**src/rtl/march_pkg.sv**
```systemverilog
// Shared definitions for the March test sequencer: the operation encoding
// and the fixed six-element algorithm, held as functions of element code.
// Assumes element codes 0..5 and at most three operations per element.
package march_pkg;

    // Bit 1 marks a read; bit 0 is the data value written or expected.
    typedef enum logic [1:0] {
        OP_W0 = 2'd0,
        OP_W1 = 2'd1,
        OP_R0 = 2'd2,
        OP_R1 = 2'd3
    } march_op_e;

    localparam int NUM_ELEM = 6;
    localparam int ELEM_W   = 3;
    localparam int OPI_W    = 2;

    // Index of the final operation of an element.
    function automatic logic [OPI_W-1:0] elem_last_op(input logic [ELEM_W-1:0] e);
        case (e)
            3'd1, 3'd3: return 2'd1;
            3'd2, 3'd4: return 2'd2;
            default:    return 2'd0;
        endcase
    endfunction

    // Operation issued at position i of element e.
    function automatic march_op_e elem_op(input logic [ELEM_W-1:0] e,
                                          input logic [OPI_W-1:0] i);
        case (e)
            3'd0:       return OP_W0;
            3'd1, 3'd3: return (i == 2'd0) ? OP_R0 : OP_W1;
            3'd2:       return (i == 2'd2) ? OP_W0 : OP_R1;
            3'd4:       return (i == 2'd0) ? OP_R1 : ((i == 2'd1) ? OP_W1 : OP_W0);
            default:    return OP_R0;
        endcase
    endfunction

    // Address direction of an element: 1 means descending.
    function automatic logic elem_down(input logic [ELEM_W-1:0] e);
        return (e >= 3'd4);
    endfunction

endpackage

```
**src/rtl/march_addr_gen.sv**
```systemverilog
// Up/down address counter for the March sequencer. A load selects the
// direction and sets the counter to the first address in that direction;
// step moves one address onward. last flags the final address of a pass.
// Assumes the sequencer never steps while last is high.
module march_addr_gen #(
    parameter int ADDR_W = 4
) (
    input  logic              clk,
    input  logic              rst_n,
    input  logic              load,
    input  logic              load_down,
    input  logic              step,
    output logic [ADDR_W-1:0] addr,
    output logic              last
);
    localparam logic [ADDR_W-1:0] TOP_ADDR = '1;

    logic [ADDR_W-1:0] addr_q;
    logic              dir_q;

    // Counter and direction register.
    always_ff @(posedge clk) begin
        if (!rst_n) begin
            addr_q <= '0;
            dir_q  <= 1'b0;
        end else if (load) begin
            addr_q <= load_down ? TOP_ADDR : '0;
            dir_q  <= load_down;
        end else if (step) begin
            addr_q <= dir_q ? (addr_q - 1'b1) : (addr_q + 1'b1);
        end
    end

    // End-of-pass detect for the current direction.
    always_comb last = dir_q ? (addr_q == '0) : (addr_q == TOP_ADDR);

    assign addr = addr_q;

    p_step_up_r3: assert property (@(posedge clk) disable iff (!rst_n)
        (step && !load && !dir_q) |=> (addr_q == ADDR_W'($past(addr_q) + 1'b1)));
    p_step_down_r3: assert property (@(posedge clk) disable iff (!rst_n)
        (step && !load && dir_q) |=> (addr_q == ADDR_W'($past(addr_q) - 1'b1)));
    p_no_wrap_r3: assert property (@(posedge clk) disable iff (!rst_n)
        step |-> !last);

endmodule

```
**src/rtl/march_seq.sv**
```systemverilog
// Operation sequencer: steps through elements, addresses and operations,
// issues one memory operation per issue cycle, and waits RD_LAT cycles
// after each read before enabling the compare. Ends the run after the last
// compare of the final element, or at once on a halting mismatch.
// Assumes RD_LAT >= 1 and that read data is valid RD_LAT cycles after issue.
module march_seq
    import march_pkg::*;
#(
    parameter int RD_LAT = 2
) (
    input  logic              clk,
    input  logic              rst_n,
    input  logic              start,
    input  logic              halt_on_fail,
    input  logic              mismatch,
    input  logic              addr_last,
    output logic              run_start,
    output logic              addr_load,
    output logic              addr_load_down,
    output logic              addr_step,
    output logic [ELEM_W-1:0] elem,
    output logic [OPI_W-1:0]  opi,
    output march_op_e         cur_op,
    output logic              mem_we,
    output logic              mem_re,
    output logic              cmp_en,
    output logic              done
);
    localparam int WCW = (RD_LAT > 1) ? $clog2(RD_LAT) : 1;

    typedef enum logic [1:0] {S_IDLE, S_ISSUE, S_WAIT} seq_state_e;

    seq_state_e       state;
    logic [WCW-1:0]   wcnt;
    logic             op_last, elem_last, halt, adv, finish;

    // Decode of the current position and of this cycle's progress.
    always_comb begin
        cur_op         = elem_op(elem, opi);
        op_last        = (opi == elem_last_op(elem));
        elem_last      = (elem == ELEM_W'(NUM_ELEM - 1));
        run_start      = (state == S_IDLE) && start;
        cmp_en         = (state == S_WAIT) && (wcnt == '0);
        halt           = cmp_en && mismatch && halt_on_fail;
        adv            = ((state == S_ISSUE) && !cur_op[1]) || (cmp_en && !halt);
        finish         = halt || (adv && op_last && addr_last && elem_last);
        addr_step      = adv && op_last && !addr_last;
        addr_load      = run_start || (adv && op_last && addr_last && !elem_last);
        addr_load_down = run_start ? elem_down('0) : elem_down(elem + 3'd1);
        mem_we         = (state == S_ISSUE) && !cur_op[1];
        mem_re         = (state == S_ISSUE) && cur_op[1];
    end

    // State, latency counter, position and done pulse.
    always_ff @(posedge clk) begin
        if (!rst_n) begin
            state <= S_IDLE;
            wcnt  <= '0;
            elem  <= '0;
            opi   <= '0;
            done  <= 1'b0;
        end else begin
            done <= finish;
            if (finish)                  state <= S_IDLE;
            else if (run_start)          state <= S_ISSUE;
            else if (mem_re)             state <= S_WAIT;
            else if (adv)                state <= S_ISSUE;

            if (mem_re)                                wcnt <= WCW'(RD_LAT - 1);
            else if ((state == S_WAIT) && wcnt != '0)  wcnt <= wcnt - 1'b1;

            if (run_start) begin
                elem <= '0;
                opi  <= '0;
            end else if (adv && !finish) begin
                if (op_last) begin
                    opi <= '0;
                    if (addr_last) elem <= elem + 3'd1;
                end else begin
                    opi <= opi + 2'd1;
                end
            end
        end
    end

    p_one_port_r4: assert property (@(posedge clk) disable iff (!rst_n)
        !(mem_we && mem_re));
    p_read_gap_r5: assert property (@(posedge clk) disable iff (!rst_n)
        mem_re |=> (!mem_re && !mem_we));
    p_done_pulse_r6: assert property (@(posedge clk) disable iff (!rst_n)
        done |=> !done);
    p_halt_end_r9: assert property (@(posedge clk) disable iff (!rst_n)
        halt |=> (done && !mem_we && !mem_re));
    p_elem_order_r2: assert property (@(posedge clk) disable iff (!rst_n)
        (adv && op_last && addr_last && !elem_last) |=> (elem == ELEM_W'($past(elem) + 1'b1)));

endmodule

```
**src/rtl/march_resp.sv**
```systemverilog
// Response checker: compares the returned word with the all-zeros or
// all-ones expectation when the compare is enabled, and records the first
// mismatch of a run. The record and fail flag are cleared at run start.
module march_resp
    import march_pkg::*;
#(
    parameter int ADDR_W = 4,
    parameter int DATA_W = 8
) (
    input  logic              clk,
    input  logic              rst_n,
    input  logic              clear,
    input  logic              cmp_en,
    input  logic              exp_ones,
    input  logic [DATA_W-1:0] rdata,
    input  logic [ELEM_W-1:0] elem,
    input  logic [OPI_W-1:0]  opi,
    input  logic [ADDR_W-1:0] addr,
    output logic              mismatch,
    output logic              fail,
    output logic [ELEM_W-1:0] cap_elem,
    output logic [OPI_W-1:0]  cap_op,
    output logic [ADDR_W-1:0] cap_addr,
    output logic [DATA_W-1:0] cap_exp,
    output logic [DATA_W-1:0] cap_got
);
    logic [DATA_W-1:0] exp_word;

    // Expected word and the mismatch flag.
    always_comb begin
        exp_word = {DATA_W{exp_ones}};
        mismatch = cmp_en && (rdata != exp_word);
    end

    // First-mismatch record.
    always_ff @(posedge clk) begin
        if (!rst_n || clear) begin
            fail     <= 1'b0;
            cap_elem <= '0;
            cap_op   <= '0;
            cap_addr <= '0;
            cap_exp  <= '0;
            cap_got  <= '0;
        end else if (mismatch && !fail) begin
            fail     <= 1'b1;
            cap_elem <= elem;
            cap_op   <= opi;
            cap_addr <= addr;
            cap_exp  <= exp_word;
            cap_got  <= rdata;
        end
    end

    p_fail_sticky_r8: assert property (@(posedge clk) disable iff (!rst_n)
        (fail && !clear) |=> fail);
    p_record_hold_r8: assert property (@(posedge clk) disable iff (!rst_n)
        (fail && !clear) |=> ($stable(cap_addr) && $stable(cap_elem) &&
                              $stable(cap_op) && $stable(cap_got)));
    p_record_real_r8: assert property (@(posedge clk) disable iff (!rst_n)
        $rose(fail) |-> (cap_exp != cap_got));

endmodule

```
**src/rtl/march_ctrl.sv**
```systemverilog
// Top of the March test sequencer. Connects the operation sequencer, the
// up/down address counter and the response checker to a synchronous
// single-port array with read latency RD_LAT (>= 1).
module march_ctrl
    import march_pkg::*;
#(
    parameter int ADDR_W = 4,
    parameter int DATA_W = 8,
    parameter int RD_LAT = 2
) (
    input  logic              clk,
    input  logic              rst_n,
    input  logic              start,
    input  logic              halt_on_fail,
    output logic              done,
    output logic              fail,
    output logic [2:0]        fail_elem,
    output logic [1:0]        fail_op,
    output logic [ADDR_W-1:0] fail_addr,
    output logic [DATA_W-1:0] fail_exp,
    output logic [DATA_W-1:0] fail_got,
    output logic [ADDR_W-1:0] mem_addr,
    output logic [DATA_W-1:0] mem_wdata,
    output logic              mem_we,
    output logic              mem_re,
    input  logic [DATA_W-1:0] mem_rdata
);
    logic              run_start, addr_load, addr_load_down, addr_step, addr_last;
    logic              cmp_en, mismatch;
    logic [ELEM_W-1:0] elem;
    logic [OPI_W-1:0]  opi;
    march_op_e         cur_op;

    march_seq #(.RD_LAT(RD_LAT)) u_seq (
        .clk(clk), .rst_n(rst_n), .start(start), .halt_on_fail(halt_on_fail),
        .mismatch(mismatch), .addr_last(addr_last), .run_start(run_start),
        .addr_load(addr_load), .addr_load_down(addr_load_down),
        .addr_step(addr_step), .elem(elem), .opi(opi), .cur_op(cur_op),
        .mem_we(mem_we), .mem_re(mem_re), .cmp_en(cmp_en), .done(done)
    );

    march_addr_gen #(.ADDR_W(ADDR_W)) u_addr (
        .clk(clk), .rst_n(rst_n), .load(addr_load), .load_down(addr_load_down),
        .step(addr_step), .addr(mem_addr), .last(addr_last)
    );

    march_resp #(.ADDR_W(ADDR_W), .DATA_W(DATA_W)) u_resp (
        .clk(clk), .rst_n(rst_n), .clear(run_start), .cmp_en(cmp_en),
        .exp_ones(cur_op[0]), .rdata(mem_rdata), .elem(elem), .opi(opi),
        .addr(mem_addr), .mismatch(mismatch), .fail(fail), .cap_elem(fail_elem),
        .cap_op(fail_op), .cap_addr(fail_addr), .cap_exp(fail_exp),
        .cap_got(fail_got)
    );

    // Write data is the data bit of the current operation on every lane.
    always_comb mem_wdata = {DATA_W{cur_op[0]}};

endmodule

```
**config.mk**
```make
export PLATFORM = sky130hd
export DESIGN_NAME = march_ctrl
export DESIGN_NICKNAME = d
export VERILOG_FILES = /design/src/rtl/march_pkg.sv /design/src/rtl/march_addr_gen.sv /design/src/rtl/march_seq.sv /design/src/rtl/march_resp.sv /design/src/rtl/march_ctrl.sv
export SDC_FILE = /design/constraint.sdc
export NUM_CORES = 1
export LEC_CHECK = 0
export BUFFER_PORTS_ARGS = -buffer_cell sky130_fd_sc_hd__buf_2
export CORE_ASPECT_RATIO = 1.25
export CORE_MARGIN = 1
export CORE_UTILIZATION = 48
export DETAILED_ROUTE_END_ITERATION = 7
export GPL_TIMING_DRIVEN = 0
export HOLD_SLACK_MARGIN = 0.08
export PLACE_DENSITY_LB_ADDON = 0.25
export SETUP_SLACK_MARGIN = 0.4
export SLEW_MARGIN = 20
export SYNTH_ARGS = -nofsm -noshare
export SYNTH_HDL_FRONTEND = slang
export SYNTH_SLANG_ARGS = --single-unit
```
**constraint.sdc**
```tcl
create_clock -name clk -period 2.15 [get_ports clk]
set_input_delay 0.215 -clock clk [delete_from_list [all_inputs] [get_ports clk]]
set_output_delay 0.215 -clock clk [all_outputs]
set_load 0.1 [all_outputs]
```
==> impl_metrics.toml <==
[outcome]
status = "finished with violations"
violations = "negative setup slack"

[drt]
vias = 2142
vias_per_cell = 5.62
drt_iter0_drc = 101
post-route-drc-count = 0
avgRoutedWirePerCell_um = 18.1
ant_nets = 0
drt_first_pass_iters = 4
drt_wl_total_um = 6890

[setup_path]
cp_slowest_cell = "dfxtp_4"
end_kind = "flop"
cp.arrival_ns = 2.42
path_buf_inv = 4
crit_path_cell_trace = "buf_6, ha_2, o21ai_2, and2_4, buf_4, nor4_4, nor4_2, buf_6, buf_16, mux2i_2, nor2_1"
crit_family = "simple AND/OR/NAND/NOR gates"
cp.required_ns = 2.32
ff2ff_path_depth = 11
cpMostUsedCell = "buf_6"
setup.worst_path.start_class = "flop"
worstReg2RegStart = "u_seq.opi[0]$_SDFFE_PP0P_"
critical_path_class = "flop to flop"
r2r-end = "u_resp.cap_exp[0]$_SDFFE_PP0P_"
ff2ff_setup_slack_ns = -0.1
path_max_fanout = 7
cpPeakStageDelay_ns = 0.38

[floorplan]
ioPinCount = 53
die-area_sq_um = 4520
core.rowCount = 26
initial_utilization = 0.502
die_h_um = 74.9
core_area_sq_um = 4070
die_x_um = 60.3

[clocking]
cts_tree = "done"
cts_root_buffer = "clkbuf_8"
ctsLongestPathBuffers = 2
clkLatencyLatePin_ns = 0.30
clk_pin_slew_ns = 0.08
cts_buffers = 5
clock-sinks = 33
cts-htree-levels = 2

[timing]
finalClockSkew_ns = 0.00410
setup_tns_ns = -0.501
fmax_ghz = 0.445
drv_slew = 0
setup_ws_ns = -0.0997
finalHoldViolations = 0
rsz0062_at_grt = "yes"
min_period_over_period = 1.05
slew_headroom = 0.559
worst_slew_pin_slew_ns = 0.656
setup_viol = 16
min_period_ns = 2.25

[pwr]
p_leak_uw = 0.00141
p_per_area_nw_per_um2 = 412
ir_drop_uv = 472
power_uw = 1360

[synthesis]
seq_area_frac_synth = 0.324
syn-cell-area_sq_um = 2040
ys_seq_elements = 33
yosys_warnings = 0
synthTopCellsByArea = "dfxtp_1 32%, mux2i_1 11%, buf_4 5.9%"
synthCells = 226
yosys.cell_count.top_type = "dfxtp_1"
synth_nets = 248
async_reset_ff_frac = 0
synth_commonest_cells = "33 x dfxtp_1, 27 x nor2_1, 23 x mux2i_1, 16 x buf_4, 14 x nand2_1"
netlist.area_leader.share = 0.324
synth_cell_types = 50
synth_flop_cell = "dfxtp_1"
synth_edf_count = 0
synth.largest_area_cell = "dfxtp_1"
syn_area_per_cell_sq_um = 9.03

[global_routing]
grt-ovfl-total = 0
grt_pass1_wl_um = 9010
gr-usage-all-layers = 0.272
antenna_found_initial = 0
grt_pass1_vias = 1943
grt_start_max_net_pins = 13

[placed_design]
place_area_sq_um = 2510
port_buffers = 52
hpwl_um = 3360
gp_congestion = 0.815

[layout]
drive_above_1_share = 0.542
antenna_cells = 0
final_area_sq_um = 3300
area_delta_synth_final_pct = 61.6
nets = 346
final_util = 0.811
fill_cells = 234

[min_path]
hold_path_depth = 3
min_to = "u_resp.cap_got[1]$_SDFFE_PP0P_"
hold_class = "input port to flop"
hp-start = "mem_rdata[1]"

[flow_run]
max_cap_violations = 0
## stage by stage
| step | hold slack (ns) | setup WS (ns) | instances |
|---|---|---|---|
| final | 0.186 | -0.0997 | 381 |
| after global routing | 0.188 | -0.256 | 381 |
| after CTS | 0.187 | 0.00956 | 367 |
| after detailed placement | 0.477 | -0.123 | 334 |
| after global placement | 0.468 | -0.0923 | 334 |
| after floorplan | 0.359 | 0.159 | 226 |
## metal layers
metal	vias up	wire (um)	GRT usage
met5	-	0	0
met4	0	340	0.155
met3	34	357	0.0619
met2	110	3770	0.488
met1	1007	2430	0.287
li1	991	-	-
## where the power goes
| group | switching (uW) | internal [uW] |
|---|---|---|
| logic | 83.6 | 49.2 |
| registers | 6.61 | 607 |
| clock network | 265 | 347 |
| total | 355 | 1000 |
## logic make-up (layout without fill, tap and decap cells)
kind of cell	count (synthesis)	after routing	share of synthesized area
buffers and inverters	34	132	0.101
multiplexers	23	23	0.113
AND/OR/NAND/NOR	86	87	0.240
AO/OA/AOI/OAI	35	35	0.137
flip-flops	33	33	0.324
XOR/XNOR	5	5	0.0215
adder cells (fa/ha/maj)	10	10	0.0650
## flip-flops by register name, indices dropped and copies added, names as in the netlist
register and flops:
u_addr.addr 4, u_addr.dir_q 1, u_resp.cap_addr 4, u_resp.cap_elem 3
u_resp.cap_exp 1, u_resp.cap_got 8, u_resp.cap_op 2, u_resp.fail 1
u_seq.done 1, u_seq.elem 3, u_seq.opi 2, u_seq.state 2
u_seq.wcnt 1
## layout make-up
type / count / area (sq um) / area share
inverters: 11 / 52.6 / 0.0159
clock buffers: 5 / 68.8 / 0.0209
repair buffers: 90 / 758 / 0.230
flip-flops and latches: 33 / 689 / 0.209
plain buffers: 23 / 225 / 0.0683
well taps: 56 / 70.1 / 0.0212
multi-input cells: 160 / 1390 / 0.421
clock inverters: 3 / 46.3 / 0.0140
## tightest hold or removal path: cells and delay by family
kind                   cells  cell delay (ns)
and+or+nand+nor            1             0.07
buffers and inverters      1             0.10
muxes                      1             0.06
## worst max path at each step
stage / endpoint / slack (ns) / startpoint / depth (start not counted)
finish: u_resp.cap_exp[0]$_SDFFE_PP0P_ / -0.1 / u_seq.opi[0]$_SDFFE_PP0P_ / 11
global route: u_addr.addr[0]$_SDFFE_PN0P_ / -0.26 / u_seq.elem[1]$_SDFFE_PP0P_ / 9
CTS: u_resp.cap_got[3]$_SDFFE_PP0P_ / 0.01 / u_seq.opi[0]$_SDFFE_PP0P_ / 11
detailed placement: u_seq.elem[1]$_SDFFE_PP0P_ / -0.12 / u_seq.opi[0]$_SDFFE_PP0P_ / 9
global placement: u_seq.elem[0]$_SDFFE_PP0P_ / -0.09 / u_seq.elem[0]$_SDFFE_PP0P_ / 9
floorplan: u_addr.dir_q$_SDFFE_PN0P_ / 0.16 / u_seq.opi[0]$_SDFFE_PP0P_ / 9
## repair_timing
item / 4_1_cts / 5_1_grt
buffers inserted: 23 / 14
pin swaps: 22 / 20
gates cloned: 2 / 0
gates resized for setup: 72 / 19
hold buffers: 0 / 0
endpoints found under the setup margin: 42 / 42
## layout by cell type, fill, tap and decap left out, types with 4 or more instances in the layout
cell	count
a21oi_1	4
nand4_1	5
o211ai_1	8
nor2_1	25
ha_4	4
nand2_1	14
mux2i_1	22
ha_1	4
clkbuf_8	5
dfxtp_1	24
inv_1	7
nor3_1	4
buf_4	37
buf_2	42
dfxtp_4	7
buf_12	13
buf_6	16
Power figures use the tool's default switching activity.
